`src/rtl/dpq_pkg.sv`:
```
`timescale 1ns/1ps
package dpq_pkg;
  localparam int REG_W      = 64;
  localparam int BE_W       = REG_W / 8;
  localparam int PUSH_LANE  = 0;

  typedef struct packed {
    logic single_ovf;
    logic double_ovf;
    logic zero_ptr;
  } dpq_flags_t;
endpackage

```
`src/rtl/dpq_rst_sync.sv`:
```
`timescale 1ns/1ps
module dpq_rst_sync (
  input  logic clk,
  input  logic rst_n,
  output logic rst_n_sync
);
  logic [1:0] sync_q;

  always_ff @(posedge clk or negedge rst_n) begin
    if (!rst_n) sync_q <= 2'b00;
    else        sync_q <= {sync_q[0], 1'b1};
  end

  assign rst_n_sync = sync_q[1];
endmodule

```
`src/rtl/dpq_wr_decode.sv`:
```
`timescale 1ns/1ps
module dpq_wr_decode
  import dpq_pkg::*;
#(
  parameter int ADDR_W = 32,
  parameter int EXT_W  = 4,
  localparam int PTR_W    = ADDR_W + EXT_W,
  localparam int EXT_LANE = ADDR_W / 8
) (
  input  logic             clk,
  input  logic             rst_n,
  input  logic             wr_en,
  input  logic [REG_W-1:0] wr_data,
  input  logic [BE_W-1:0]  wr_be,
  input  logic             ext_en,
  input  logic             ctl_reset,
  output logic             push_req,
  output logic [PTR_W-1:0] push_ptr
);
  logic [EXT_W-1:0] ext_q, ext_d;
  logic             ext_load;
  logic [EXT_W-1:0] ext_fresh;

  assign ext_load  = wr_en && wr_be[EXT_LANE];
  assign ext_fresh = wr_data[PTR_W-1:ADDR_W];

  always_comb begin
    ext_d = ext_q;
    if (ctl_reset)     ext_d = '0;
    else if (ext_load) ext_d = ext_fresh;
  end

  always_ff @(posedge clk or negedge rst_n) begin
    if (!rst_n) ext_q <= '0;
    else        ext_q <= ext_d;
  end

  assign push_req = wr_en && wr_be[PUSH_LANE];

  always_comb begin
    push_ptr = {{EXT_W{1'b0}}, wr_data[ADDR_W-1:0]};
    if (ext_en) begin
      push_ptr[PTR_W-1:ADDR_W] = ext_load ? ext_fresh : ext_q;
    end
  end

  AST_EXT_CLEARED: assert property (@(posedge clk) disable iff (!rst_n)
    ctl_reset |=> (ext_q == '0));
endmodule

```
`src/rtl/dpq_fifo.sv`:
```
`timescale 1ns/1ps
module dpq_fifo #(
  parameter int DEPTH = 24,
  parameter int WIDTH = 36,
  localparam int IDX_W = (DEPTH > 1) ? $clog2(DEPTH) : 1,
  localparam int CNT_W = $clog2(DEPTH + 1)
) (
  input  logic             clk,
  input  logic             rst_n,
  input  logic             flush,
  input  logic             push,
  input  logic             pop,
  input  logic [WIDTH-1:0] wdata,
  output logic [WIDTH-1:0] head,
  output logic [CNT_W-1:0] count
);
  logic [WIDTH-1:0] mem [DEPTH];
  logic [IDX_W-1:0] wr_idx_q, wr_idx_d, rd_idx_q, rd_idx_d;
  logic [CNT_W-1:0] cnt_q, cnt_d;

  function automatic logic [IDX_W-1:0] wrap_inc(input logic [IDX_W-1:0] i);
    return (i == IDX_W'(DEPTH - 1)) ? '0 : i + 1'b1;
  endfunction

  always_comb begin
    wr_idx_d = wr_idx_q;
    rd_idx_d = rd_idx_q;
    cnt_d    = cnt_q;
    if (flush) begin
      wr_idx_d = '0;
      rd_idx_d = '0;
      cnt_d    = '0;
    end else begin
      if (push) wr_idx_d = wrap_inc(wr_idx_q);
      if (pop)  rd_idx_d = wrap_inc(rd_idx_q);
      case ({push, pop})
        2'b10:   cnt_d = cnt_q + 1'b1;
        2'b01:   cnt_d = cnt_q - 1'b1;
        default: cnt_d = cnt_q;
      endcase
    end
  end

  always_ff @(posedge clk or negedge rst_n) begin
    if (!rst_n) begin
      wr_idx_q <= '0;
      rd_idx_q <= '0;
      cnt_q    <= '0;
    end else begin
      wr_idx_q <= wr_idx_d;
      rd_idx_q <= rd_idx_d;
      cnt_q    <= cnt_d;
    end
  end

  for (genvar g = 0; g < DEPTH; g++) begin : g_slot
    logic slot_en;
    assign slot_en = push && !flush && (wr_idx_q == IDX_W'(g));
    always_ff @(posedge clk) begin
      if (slot_en) mem[g] <= wdata;
    end
  end

  assign head  = mem[rd_idx_q];
  assign count = cnt_q;

  AST_COUNT_LIMIT: assert property (@(posedge clk) disable iff (!rst_n)
    cnt_q <= CNT_W'(DEPTH));
  AST_NO_POP_EMPTY: assert property (@(posedge clk) disable iff (!rst_n)
    pop |-> (cnt_q != '0));
  AST_RESET_EMPTY: assert property (@(posedge clk) disable iff (!rst_n)
    flush |=> (cnt_q == '0));
endmodule

```
`src/rtl/dpq_ctrl.sv`:
```
`timescale 1ns/1ps
module dpq_ctrl
  import dpq_pkg::*;
#(
  parameter int DEPTH = 24,
  parameter int PTR_W = 36,
  localparam int CNT_W = $clog2(DEPTH + 1)
) (
  input  logic             clk,
  input  logic             rst_n,
  input  logic             push_req,
  input  logic [PTR_W-1:0] head_ptr,
  input  logic [CNT_W-1:0] count,
  input  logic             desc_done,
  input  logic             ctl_continue,
  input  logic             ctl_reset,
  output logic             push_ok,
  output logic             pop,
  output logic             flush,
  output logic             fetch_start,
  output logic [PTR_W-1:0] fetch_ptr,
  output dpq_flags_t       flags,
  output logic             halted
);
  dpq_flags_t       flags_q, flags_d, flags_base;
  logic             busy_q, busy_d;
  logic             start_q, start_d;
  logic [PTR_W-1:0] ptr_q, ptr_d;
  logic             full, overflow, zero_hit, dispatch;

  assign halted   = flags_q.double_ovf | flags_q.zero_ptr;
  assign full     = (count == CNT_W'(DEPTH));
  assign pop      = !busy_q && !halted && (count != '0) && !ctl_reset;
  assign zero_hit = pop && (head_ptr == '0);
  assign dispatch = pop && !zero_hit;
  assign push_ok  = push_req && (!full || pop) && !ctl_reset;
  assign overflow = push_req && full && !pop && !ctl_reset;
  assign flush    = ctl_reset;

  always_comb begin
    flags_base = ctl_continue ? '0 : flags_q;
    flags_d    = flags_base;
    if (ctl_reset) begin
      flags_d = '0;
    end else begin
      flags_d.single_ovf = flags_base.single_ovf | overflow;
      flags_d.double_ovf = flags_base.double_ovf | (overflow && flags_q.single_ovf);
      flags_d.zero_ptr   = flags_base.zero_ptr | zero_hit;
    end
  end

  always_comb begin
    busy_d  = busy_q;
    start_d = 1'b0;
    ptr_d   = ptr_q;
    if (ctl_reset) begin
      busy_d = 1'b0;
    end else if (dispatch) begin
      busy_d  = 1'b1;
      start_d = 1'b1;
      ptr_d   = head_ptr;
    end else if (desc_done) begin
      busy_d = 1'b0;
    end
  end

  always_ff @(posedge clk or negedge rst_n) begin
    if (!rst_n) begin
      flags_q <= '0;
      busy_q  <= 1'b0;
      start_q <= 1'b0;
      ptr_q   <= '0;
    end else begin
      flags_q <= flags_d;
      busy_q  <= busy_d;
      start_q <= start_d;
      ptr_q   <= ptr_d;
    end
  end

  assign fetch_start = start_q;
  assign fetch_ptr   = ptr_q;
  assign flags       = flags_q;

  AST_FETCH_PULSE: assert property (@(posedge clk) disable iff (!rst_n)
    start_q |=> !start_q);
  AST_FETCH_NONZERO: assert property (@(posedge clk) disable iff (!rst_n)
    start_q |-> (ptr_q != '0));
  AST_NO_DISPATCH_HALTED: assert property (@(posedge clk) disable iff (!rst_n)
    halted |=> !start_q);
  AST_DOUBLE_AFTER_SINGLE: assert property (@(posedge clk) disable iff (!rst_n)
    $rose(flags_q.double_ovf) |-> $past(flags_q.single_ovf));
  AST_NO_OVERFLOW_ACCEPT: assert property (@(posedge clk) disable iff (!rst_n)
    overflow |-> !push_ok);
endmodule

```
`src/rtl/desc_ptr_queue.sv`:
```
`timescale 1ns/1ps
module desc_ptr_queue
  import dpq_pkg::*;
#(
  parameter int DEPTH  = 24,
  parameter int ADDR_W = 32,
  parameter int EXT_W  = 4,
  localparam int PTR_W = ADDR_W + EXT_W,
  localparam int CNT_W = $clog2(DEPTH + 1)
) (
  input  logic             clk,
  input  logic             rst_n,
  input  logic             wr_en,
  input  logic [63:0]      wr_data,
  input  logic [7:0]       wr_be,
  input  logic             ext_en,
  input  logic             desc_done,
  input  logic             ctl_continue,
  input  logic             ctl_reset,
  output logic             fetch_start,
  output logic [PTR_W-1:0] fetch_ptr,
  output logic [CNT_W-1:0] fill_count,
  output logic             irq_single_ovf,
  output logic             irq_double_ovf,
  output logic             irq_zero_ptr,
  output logic             halted
);
  logic             rst_n_i;
  logic             push_req, push_ok, pop, flush;
  logic [PTR_W-1:0] push_ptr, head_ptr;
  dpq_flags_t       flags;

  dpq_rst_sync u_rst (
    .clk        (clk),
    .rst_n      (rst_n),
    .rst_n_sync (rst_n_i)
  );

  dpq_wr_decode #(.ADDR_W(ADDR_W), .EXT_W(EXT_W)) u_dec (
    .clk       (clk),
    .rst_n     (rst_n_i),
    .wr_en     (wr_en),
    .wr_data   (wr_data),
    .wr_be     (wr_be),
    .ext_en    (ext_en),
    .ctl_reset (ctl_reset),
    .push_req  (push_req),
    .push_ptr  (push_ptr)
  );

  dpq_fifo #(.DEPTH(DEPTH), .WIDTH(PTR_W)) u_fifo (
    .clk   (clk),
    .rst_n (rst_n_i),
    .flush (flush),
    .push  (push_ok),
    .pop   (pop),
    .wdata (push_ptr),
    .head  (head_ptr),
    .count (fill_count)
  );

  dpq_ctrl #(.DEPTH(DEPTH), .PTR_W(PTR_W)) u_ctrl (
    .clk          (clk),
    .rst_n        (rst_n_i),
    .push_req     (push_req),
    .head_ptr     (head_ptr),
    .count        (fill_count),
    .desc_done    (desc_done),
    .ctl_continue (ctl_continue),
    .ctl_reset    (ctl_reset),
    .push_ok      (push_ok),
    .pop          (pop),
    .flush        (flush),
    .fetch_start  (fetch_start),
    .fetch_ptr    (fetch_ptr),
    .flags        (flags),
    .halted       (halted)
  );

  assign irq_single_ovf = flags.single_ovf;
  assign irq_double_ovf = flags.double_ovf;
  assign irq_zero_ptr   = flags.zero_ptr;

  AST_SIMUL_FULL_OK: assert property (@(posedge clk) disable iff (!rst_n_i)
    (push_req && pop && fill_count == CNT_W'(DEPTH)) |=> !$rose(irq_single_ovf));
endmodule

```
`config.mk`:
```
export PLATFORM = sky130hd
export DESIGN_NAME = desc_ptr_queue
export DESIGN_NICKNAME = d
export VERILOG_FILES = /design/src/rtl/dpq_pkg.sv /design/src/rtl/dpq_rst_sync.sv /design/src/rtl/dpq_wr_decode.sv /design/src/rtl/dpq_fifo.sv /design/src/rtl/dpq_ctrl.sv /design/src/rtl/desc_ptr_queue.sv
export SDC_FILE = /design/constraint.sdc
export NUM_CORES = 1
export LEC_CHECK = 0
export BUFFER_PORTS_ARGS = -buffer_cell sky130_fd_sc_hd__buf_2
export CORE_MARGIN = 3
export CORE_UTILIZATION = 42
export DETAILED_ROUTE_END_ITERATION = 10
export PLACE_DENSITY = 0.57
export SYNTH_ARGS = -nofsm -noshare
export SYNTH_HDL_FRONTEND = slang
export SYNTH_SLANG_ARGS = --single-unit
```
`constraint.sdc`:
```
create_clock -name clk -period 2.5 [get_ports clk]
set_input_delay 0.625 -clock clk [delete_from_list [all_inputs] [get_ports clk]]
set_output_delay 0.625 -clock clk [all_outputs]
set_load 0.1 [all_outputs]
```
### After elaboration in Yosys (flattened, before gate mapping)

Memory sizes are Yosys's and may differ from the RTL's.
Index checks and enable logic that the tools add are counted.
W data, S select, Z words.

* add/subtract/negate cells: 4
* eq/ne operators: 27
* mux-type cells: 135
* reductions and logical operators: 76
* bitwise logic cells: 5

Operators by type and width (number)
* $mux W36: 23
* $reduce_or A36 Y1: 23
* $mux W5: 30
* $mux W1: 76
* $eq A5 B5 Y1 const B: 10
* $eq A5 B4 Y1 const B: 8
* $logic_and A1 B1 Y1: 38
* $logic_not A36 Y1: 1
* $eq A5 B3 Y1 const B: 4
* $add A5 B1 Y5 const B: 3
* $mux W4: 3
* $eq A5 B2 Y1 const B: 2
* $pmux W5 S2: 1
* $logic_not A1 Y1: 6
* $mux W3: 2
* $reduce_bool A3 Y1: 2
* $eq A5 B1 Y1 const B: 1
* $logic_not A5 Y1: 1
* $reduce_bool A5 Y1: 1
* $sub A5 B1 Y5 const B: 1
* $or A1 B1 Y1: 4
* $reduce_bool A2 Y1: 2
* $eq A2 B1 Y1 const B: 1
* $eq A2 B2 Y1 const B: 1
* other kinds (3): 3

* input port bits: 79
* output and inout bits: 46
* memory bits (writable): 864
* memories: 1
* word-level logic and storage cells: 259
* flip-flop bits (word level): 62

Memory list
* u_fifo.mem: words 24, bits a word 36, read ports 1, clocked after memory_dff 0, write ports 1, line dpq_fifo.sv:17 `logic [WIDTH-1:0] mem [DEPTH];`

### Logic depth before layout (Yosys ltp)

* depth in word-level cells: 36
* mapped depth: 16
* gate-level depth less buffers: 13

### Modules after synthesis

From an unflattened synthesis, not the netlist that was laid out.

* cell total of the unflattened synthesis: 1983
* area total of the unflattened synthesis: 36563.8 µm²

By module, submodules not included
* dpq_fifo: cells each 1810, times used 1, area each 34276.6 µm², seq. area each 26320.2 µm²
* dpq_ctrl: cells each 115, times used 1, area each 1752.9 µm², seq. area each 1026.0 µm²
* dpq_wr_decode: cells each 55, times used 1, area each 480.5 µm², seq. area each 100.1 µm²
* dpq_rst_sync: cells each 3, times used 1, area each 53.8 µm², seq. area each 50.0 µm²

### Worst setup path before layout

No wires, ideal clock.

* path type: register to register
* start: register u_ctrl.flags_q (netlist bit u_ctrl.flags[1])
* end: memory u_fifo.mem[6][0] (enable)
* library setup time: 482 ps
* stages on the path, launching flop included: 9
* setup slack: -3711 ps
* data required time: 2018 ps
* path buffers: 1
* arrival time: 5729 ps
* clock period less this slack: 6211 ps
* cells stage by stage: dfrtp_1 -> or2_2 -> a211oi_2 -> inv_1 -> a21oi_1 -> nor2b_1 -> and2_1 -> clkbuf_1 -> nor3b_1

* elaborated cells between the ends (all ways): 150
* those cells by class: 94 x mux; 1 x bitwise; 55 x reduce/logical

RTL lines
* start, declared: line dpq_ctrl.sv:25 `dpq_flags_t flags_q, flags_d, flags_base;`
* start signal, assigned: line dpq_ctrl.sv:74 `flags_q <= flags_d;`
* $or A1 B1 Y1 (*): line dpq_ctrl.sv:31 `assign halted = flags_q.double_ovf | flags_q.zero_ptr;`
* via halted: line desc_ptr_queue.sv:26 `output logic halted`
* $logic_not A1 Y1 (*): line dpq_ctrl.sv:33 `assign pop = !busy_q && !halted && (count != '0) && !ctl_reset;`
* $logic_and A1 B1 Y1 (*) (3 in a row): line dpq_ctrl.sv:33
* $logic_or A1 B1 Y1 (*): line dpq_ctrl.sv:36 `assign push_ok = push_req && (!full || pop) && !ctl_reset;`
* $logic_and A1 B1 Y1 (*) (2 in a row): line dpq_ctrl.sv:36
* $logic_and A1 B1 Y1 (*) (2 in a row): line dpq_fifo.sv:58 `assign slot_en = push && !flush && (wr_idx_q == IDX_W'(g));`
* via u_fifo.g_slot[6].slot_en: line dpq_fifo.sv:57 `logic slot_en;`
* $mux W1 (*): line dpq_fifo.sv:60 `if (slot_en) mem[g] <= wdata;`
* $mux W1 (implied by the code) (*): line dpq_fifo.sv:60
* $reduce_or A36 Y1 (no line)
* $mux W5 (no line) / $mux W1 (equally long branches) (18 in a row)
* end, declared: line dpq_fifo.sv:17

The timed path passes the listed nets; every way through them passes the cells marked *.

### Worst setup path after layout

* start: register u_fifo.rd_idx_q[0]
* end: register u_ctrl.ptr_q[15], in the netlist u_ctrl.fetch_ptr[15]

* word-level cells in the longest chain between the ends: 6

RTL lines
* start, declared: line dpq_fifo.sv:18 `logic [IDX_W-1:0] wr_idx_q, wr_idx_d, rd_idx_q, rd_idx_d;`
* start signal, assigned: line dpq_fifo.sv:51 `rd_idx_q <= rd_idx_d;`
* $mem_v2 Z24 W36 (*)
* $logic_not A36 Y1: line dpq_ctrl.sv:34 `assign zero_hit = pop && (head_ptr == '0);`
* $logic_and A1 B1 Y1: line dpq_ctrl.sv:34
* $logic_not A1 Y1: line dpq_ctrl.sv:35 `assign dispatch = pop && !zero_hit;`
* $logic_and A1 B1 Y1: line dpq_ctrl.sv:35
* $reduce_and A2 Y1 (no line)
* end signal, assigned: line dpq_ctrl.sv:77 `ptr_q <= ptr_d;`
* end, declared: line dpq_ctrl.sv:28 `logic [PTR_W-1:0] ptr_q, ptr_d;`

Every way passes the cells marked *; elsewhere a longest branch is shown, timed or not.
A chain may end at the register's enable or synchronous reset.

==> results.yml <==
power:
  power.total_mw: 44.2
  leakagePower_nw: 15.7
  p_per_area_nw_per_um2: 956
  peakVddDrop_mv: 1.17
status:
  status: "complete, but fails checks"
  violations: "negative setup slack"
floorplan:
  die_h_um: 299
  core_um2: 84400
  io_pins: 125
  die_w_um: 299
  rows: 106
  initial_core_util_pct: 42.7
  die-area_um2: 89400
sta:
  max_freq_mhz: 273
  final.setup.worst_slack_ns: -1.16
  rsz0062_at_grt: "yes"
  fin_crit_ns: 3.66
  timing.final.max_slew_violations: 0
  maxSlewHeadroom_pct: 48.0
  tightest_slew_ns: 0.778
  setup_viol: 420
  hold_viol_final: 0
  finalClockSkew_ns: 0.0210
  min_period_over_period_pct: 146
cells_and_area:
  fin_nets: 2386
  final_area_um2: 46200
  drive_gt1_share_pct: 37.8
  multi_input_area_um2: 8440
  area_growth_pct: 28.2
  fillers: 6494
  regArea_um2: 27500
detailed_routing:
  drc: 0
  vias_per_cell: 5.79
  via_count: 20300
  dr.pass1.iters: 5
  postRouteAntennaNets: 0
  drt-initial-drc-count: 2389
  avgRoutedWirePerCell_um: 30.7
  wl_um: 108000
setup_path:
  start_kind: "register"
  reg2reg_to: "u_ctrl.fetch_ptr[15]"
  reg2reg_from: "u_fifo.rd_idx_q[0]"
  rr_worst_depth: 14
  cp.required_ns: 3.03
  critical_path_class: "reg -> reg"
  arrival_ns: 4.19
  critical_path.max_fanout: 16
  end_kind: "register"
  r2r_setup_slack_ns: -1.16
yosys:
  synthTopCellsByArea: "edfxtp_1 (72%), mux4_2 (8.6%), mux2i_1 (5.2%)"
  ys_seq_area_share_pct: 76.3
  yosysTopAreaCellShare_pct: 72.0
  postSynthAreaPerCell_um2: 19.8
  syn-instance-count: 1824
  yosysMostFrequentCell: "edfxtp_1"
  synth.distinct_cells: 57
  ys_ff_latch: 926
  synth-async-reset-ratio_pct: 6.70
  synth_top_area_cell: "edfxtp_1"
  synthTopCellsByCount: "edfxtp_1 (864), mux2i_1 (186), mux4_2 (137)"
  synth_top_flop_cell: "edfxtp_1"
  synth_nets: 1913
  yosysWarnings: 0
  synth_area_um2: 36100
  synth_edf_count: 864
worst_hold_path:
  hold_depth: 3
  hold_class: "in -> reg"
  hold_start: "wr_data[32]"
  min_to: "u_dec.ext_q[0]"
clocking:
  clk_latency_ns: 0.65
  cts-root-buf: "clkbuf_16"
  path_clk_slew_ns: 0.06
  htree_levels: 3
  cts_tree: "done"
  cts.sinks: 926
  clk_path_buf_depth: 3
  cts_buffers: 95
place:
  dp_hpwl_um: 62600
  port_buffers: 90
  dpl_cell_area_um2: 40800
  routabilityCongestion: 0.786
global_routing:
  first_global_vias: 20300
  antenna_found_initial: 1
  overflow: 0
  gr-usage-all-layers_pct: 23.4
  grt_max_degree: 39
  grt_pass1_wl_um: 149000
job:
  drv_cap: 0
[cells by family after synthesis]
group / count (synthesis) / share of synthesized area [%]
XOR/XNOR: 5 / 0.121
multiplexers: 376 / 15.5
flip-flops: 926 / 76.3
other: 1 / 0.0104
AND/OR/NAND/NOR: 219 / 2.93
adder cells (fa/ha/maj): 10 / 0.368
AO/OA/AOI/OAI: 168 / 3.21
buffers and inverters: 119 / 1.62
[per-layer routing]
metal / GRT usage (%) / vias to the layer above / routed length, µm
li1: - / 8371 / -
met1: 34.4 / 10800 / 45400
met2: 37.1 / 926 / 51100
met3: 3.27 / 184 / 8130
met4: 6.02 / 2 / 3080
met5: 0 / - / 13
[critical path: stages (launching register included)]
cell and delay, ns:
dfrtp_4 0.53, buf_12 0.18, clkbuf_16 0.17, buf_4 0.13, mux4_2 0.41, mux2_2 0.27
nand2_1 0.08, nand3_2 0.15, nor4_2 0.29, buf_4 0.16, and4_4 0.23, nand4_1 0.16
o21a_4 0.29, buf_12 0.16, mux2_4 0.30
[flip-flops by register name, summed over array words and instances, names as in the netlist]
signal and count:
u_rst.sync_q 2, u_ctrl.fetch_ptr 36, u_fifo.wr_idx_q 5, u_ctrl.fetch_start 1, u_fifo.mem 864, u_ctrl.flags 3
u_ctrl.busy_q 1, u_fifo.count 5, u_fifo.rd_idx_q 5, u_dec.ext_q 4
[how the worst max path moves through the flow]
stage / slack (ns) / from / to
floorplan: -1.14 / u_ctrl.flags[0] / u_fifo.mem[1][0]
global placement: -1.36 / u_fifo.rd_idx_q[0] / u_ctrl.fetch_ptr[15]
detailed placement: -1.35 / u_fifo.rd_idx_q[0] / u_ctrl.fetch_ptr[15]
CTS: -1.09 / u_fifo.rd_idx_q[0] / u_ctrl.fetch_ptr[8]
global route: -1.21 / u_fifo.rd_idx_q[0] / u_ctrl.fetch_ptr[8]
finish: -1.16 / u_fifo.rd_idx_q[0] / u_ctrl.fetch_ptr[15]
[layout by cell type (no fill, tap or decap), drive strengths merged, types with 16 or more instances in the layout]
cell type  instances
nor2              36
mux2              53
edfxtp           864
a21oi             27
buf              457
clkbuf           137
o211ai            20
nand3             43
clkinv            36
inv               22
dfrtp             62
nand2             71
mux2i            186
and3              16
o21ai             28
mux4             137
a22oi             50
[final cells by class]
| cell class | count | share of cell area (%) |
|---|---|---|
| antenna | 1 | 0.00541 |
| clock buffer | 123 | 5.67 |
| clock inverter | 53 | 1.28 |
| inverter | 21 | 0.171 |
| multi-input combinational | 779 | 18.3 |
| sequential | 926 | 59.5 |
| tap | 1134 | 3.07 |
| timing repair buffer | 474 | 12.0 |
[metrics by stage]
stage               std cells  TNS [ns]  setup slack (ns)  utilization [%]  hold WS (ns)
CTS                      3484    -55.17             -1.09             54.1         0.224
detailed placement       3234    -63.27             -1.35             48.3         0.342
finish                   3511    -58.85             -1.16             54.8         0.255
global route             3510   -107.80             -1.21             54.8         0.256
floorplan                1824   -663.02             -1.14                -         0.329
global placement         3234    -59.52             -1.36             48.3         0.339
[where the power goes]
group          internal [mW]  switching (mW)  leakage [nW]
Clock                   8.71            5.86          1.57
Combinational           4.95            6.87          5.61
Sequential              17.4           0.424          8.55
Total                   31.0            13.1          15.7
[what timing repair did]
| action | 4_1_cts | 5_1_grt |
|---|---|---|
| endpoints found under the setup margin | 430 | 749 |
| endpoints found under the hold margin | 2 | 0 |
| hold buffers | 1 | 0 |
| gates cloned | 23 | 16 |
| gates resized for setup | 119 | 88 |
| pin swaps | 21 | 26 |
| setup buffers | 52 | 30 |
No activity file was read; power rests on OpenSTA's default activity.
